File: src/rtl/sdrsp_crc7.sv
module sdrsp_crc7 #(
    parameter int          W    = 7,
    parameter logic [W-1:0] POLY = 7'h09
) (
    input  logic         clk,
    input  logic         rst_n,
    input  logic         clr,
    input  logic         en,
    input  logic         din,
    output logic [W-1:0] crc
);
    logic fb;
    assign fb = din ^ crc[W-1];

    always_ff @(posedge clk or negedge rst_n) begin
        if (!rst_n)
            crc <= '0;
        else if (clr)
            crc <= '0;
        else if (en)
            crc <= {crc[W-2:0], 1'b0} ^ (fb ? POLY : '0);
    end
endmodule

File: config.mk
export PLATFORM = sky130hd
export DESIGN_NAME = sdrsp_crc7
export DESIGN_NICKNAME = d
export VERILOG_FILES = /design/src/rtl/sdrsp_crc7.sv
export SDC_FILE = /design/constraint.sdc
export NUM_CORES = 1
export LEC_CHECK = 0
export ABC_AREA = 1
export BUFFER_PORTS_ARGS = -buffer_cell sky130_fd_sc_hd__buf_2
export CAP_MARGIN = 15
export CELL_PAD_IN_SITES_DETAIL_PLACEMENT = 2
export CELL_PAD_IN_SITES_GLOBAL_PLACEMENT = 2
export CORE_AREA = 8 8 45 47
export DETAILED_ROUTE_END_ITERATION = 10
export DIE_AREA = 0 0 53 55
export PLACE_DENSITY = 0.68
export RECOVER_POWER = 25
export SYNTH_ARGS = -nofsm -noshare
export SYNTH_HDL_FRONTEND = slang
export SYNTH_SLANG_ARGS = --single-unit
File: constraint.sdc
create_clock -name clk -period 1.3 [get_ports clk]
set_input_delay 0.26 -clock clk [delete_from_list [all_inputs] [get_ports clk]]
set_output_delay 0.26 -clock clk [all_outputs]
set_load 0.01 [all_outputs]
Word level (Yosys, flattened, before mapping)
Cells that the tools add are included.
{"block": "word_totals", "reg_bits": 7, "latch_bits": 0, "ram_bits": 0, "mem_bits_ro": 0, "in_bits": 5, "mem_count": 0}
{"block": "op_classes", "add_sub_neg": 0, "mul": 0, "n_div": 0, "n_lt_le_gt_ge": 0, "eq_ne": 0, "n_shift": 0, "mux": 3, "n_bitwise": 2, "reduce_logical": 1}
{"op": "2-to-1 mux 7 bit", "n": 2}
{"op": "bitwise XOR 7 x 4 -> 7 bit", "n": 1}
{"op": "2-to-1 mux 4 bit", "n": 1}
{"op": "nonzero test 2 bit", "n": 1}
{"op": "bitwise XOR 1 bit", "n": 1}

Depth between registers and ports, before layout
{"block": "logic_depth", "word_depth": 5, "ltp_mapped": 5}

Least setup slack after synthesis
No wires, ideal clock.
{"block": "synth_path", "path_type": "register to register", "startpoint": "register crc[6]", "endpoint": "register crc[3]", "setup_ps": 117, "arrival_time_ps": 708, "required_ps": 1183, "setup_slack_ps": 475, "path_stages_with_launch": 6, "synth_period_minus_slack_ps": 825, "cell_sequence": "dfrtp_1 inv_2 nand2_1 nand3_1 nand3_1 nand2_1"}
{"block": "synth_between", "elab_chain_cells": 5}
{"item": "start, declared", "line_no": "10", "rtl": "output logic [W-1:0] crc"}
{"item": "start signal, assigned", "line_no": "21", "rtl": "crc <= {crc[W-2:0], 1'b0} ^ (fb ? POLY : '0);"}
{"item": "bitwise XOR 1 bit", "line_no": "13", "rtl": "assign fb = din ^ crc[W-1];"}
{"item": "2-to-1 mux 4 bit", "line_no": "21"}
{"item": "bitwise XOR 7 x 4 -> 7 bit", "line_no": "21"}
{"item": "2-to-1 mux 7 bit", "line_no": "20", "rtl": "else if (en)"}
{"item": "2-to-1 mux 7 bit", "line_no": "18", "rtl": "else if (clr)"}
Every way passes these cells. The select of a mux whose other input is x is not followed.
A chain may end at the register's enable or synchronous reset.

Worst setup path in the final report
{"block": "layout_path", "startpoint": "register crc[6]", "endpoint": "output port crc[6]"}
No word-level cell between the ends.

==> run metrics <==
outcome complete, no violations; Die Height ~55 µm; post-route setup slack 227.5 ps; first-pass GRT wire length 1531 µm; violation count after the first detailed-route iteration 4; Antenna Cells 0; WHS Path Cells 4; core area 1384 µm²; final hold vios 0; RR Endpoint crc[0]; count leader, synth dfrtp_1; top post-synthesis cells by area dfrtp_1 56%, nand3_1 8.0%, o22ai_1 8.0%, inv_1 7.2%, nand2_1 7.2%; post-layout util 0.3056; clk buf depth 2; count of final max-slew check failures 0; Worst Hold Margin 318.0 ps; Post-Syn Area 312.8 µm²; number of synthesized flops with an enable pin 0; cell count after synthesis 36; clock insertion delay at the later pin of the skew report about 240 ps; CP Max Fanout 4; critical path class reg2out; worst path cell trace buf_2; final setup violation count 0; min-delay src en; I/O Pins 12; Setup crit end kind primary output; number of max-cap violations 0; Period minus WS final between 1000 and 1500 ps; post-detail-place hpwl ~700 µm; max reg flops 7; crit path max-delay cell type dfrtp_1; worst vdd ir 0.0004680 V; Crit path max-delay family flip-flops; area delta synth->final 35.20%; Setup TNS 0 ps; port bufs 11; Worst Tran Pin Value 382.8 ps; CTS Root Cell clkbuf_4; worst path bufs/invs 1; syn nets between 40 and 50; Vias/cell 4.324; Leak 0.2210 nW; CTS tree built; post-synthesis sequential area ratio 0.5600; top cells by count, synth 7 x dfrtp_1, 6 x inv_1, 6 x nand2_1; final estimated routing congestion in global placement ~0.68; fin nets 58; Synth top area share 0.5600; Period Utilization, post-route 0.8250; Critical Path AT just over 800 ps; cts hold-fix bufs 1; share of layout cells above drive strength 1 0.3654; fraction of registers with async set/reset 1.000; Die ar. 2915 µm²; Worst EP required between 1000 and 1500 ps; PD cells 1118 nW/µm²; Design Area, Final 422.9 µm²; Fmax just over 900 MHz; gr usage total 0.07249; FF-to-FF Start crc[6]; Avg Synthesized Cell Area slightly below 9 µm²; DR vias 294; placed instance area about 390 µm²; Initial Utilization 0.2260; global route total overflow 0; Hold Crit Endpoint crc[3]; row count 14; dpl cells 63; non-filler instance count after layout 68; CP startpoint kind flip-flop; initial antenna violation count 0; CTS Sinks 7; CTS H-tree lvls 1; total power 0.4728 mW; wire per inst 12.43 µm; Top Registers crc: 7 flops; DRC errors left 0; Synth Flop Type dfrtp_1; FF-to-FF setup slack 420 ps; total CTS buffers 3; largest net degree at the start of global routing 8; register bit total from synthesis 7; Most flops, register crc; FF-to-FF path depth 4; max incr delay on CP a little over 400 ps; final WL around 850 µm; synth warn 0; post-synth top area cell dfrtp_1; die width 53 µm; cts repair resizes 0; post-synthesis cell type count 9; slew margin rel. 0.7448; Antenna Nets Post-Route 0; post-CTS setup repair buffer count 0; number of global-route vias before repair roughly 350; skew final 1.550 ps; worst min-delay path class in2reg; RSZ-0062 raised after global routing false; DRT Pass-1 Iters 2; Clock Pin Slew Worst Setup and Hold Paths 50 ps; pre-CTS WS 427.8 ps
where the power goes:
group	switching [mW]	leakage, nW	internal, mW	total, mW
Sequential	0.00389	0.0959	0.225	0.229
Clock	0.0728	0.0150	0.117	0.189
Combinational	0.0341	0.110	0.0200	0.0541
cell type report:
class / instances / area, µm²
sequential: 7 / 175.2
inverter: 10 / 37.54
timing repair buffer: 12 / 63.81
clock buffer: 4 / 26.28
fill: 178 / 960.9
multi-input combinational: 19 / 100.1
tap: 16 / 20.02
cells by family (layout without fill, tap and decap cells):
kind of cell	after synthesis	after routing	synth area share
simple gates	13	13	0.2080
flops	7	7	0.5600
buf+inv	10	26	0.1200
compound gates	6	6	0.1120
metal layers:
metal	track usage	part of all wire
met3	0.03476	0.069
met5	0	0
met1	0.08012	0.46
met4	0.05172	0.011
met2	0.1074	0.46
layout by cell type (no fill, tap or decap):
cell type      instances
buf_2                 10
dfrtp_1                7
inv_1                  6
nand2_1                6
nand3_1                5
inv_2                  4
o22ai_1                4
clkbuf_4               3
o21ai_1                2
clkbuf_1               2
nand2_2                1
nor2_4                 1
dlygate4sd3_1          1
worst max-delay path by stage:
stage | startpoint | to | slack, ps | cells past startpoint
floorplan | crc[6] | crc[3] | 470 | 5
global placement | crc[6] | crc[0] | 480 | 4
detailed placement | crc[6] | crc[0] | 430 | 4
CTS | crc[6] | crc[6] | 220 | 1
global route | crc[6] | crc[6] | 190 | 1
finish | crc[6] | crc[6] | 230 | 1
Note: power is estimated with default switching activity, not from simulation.
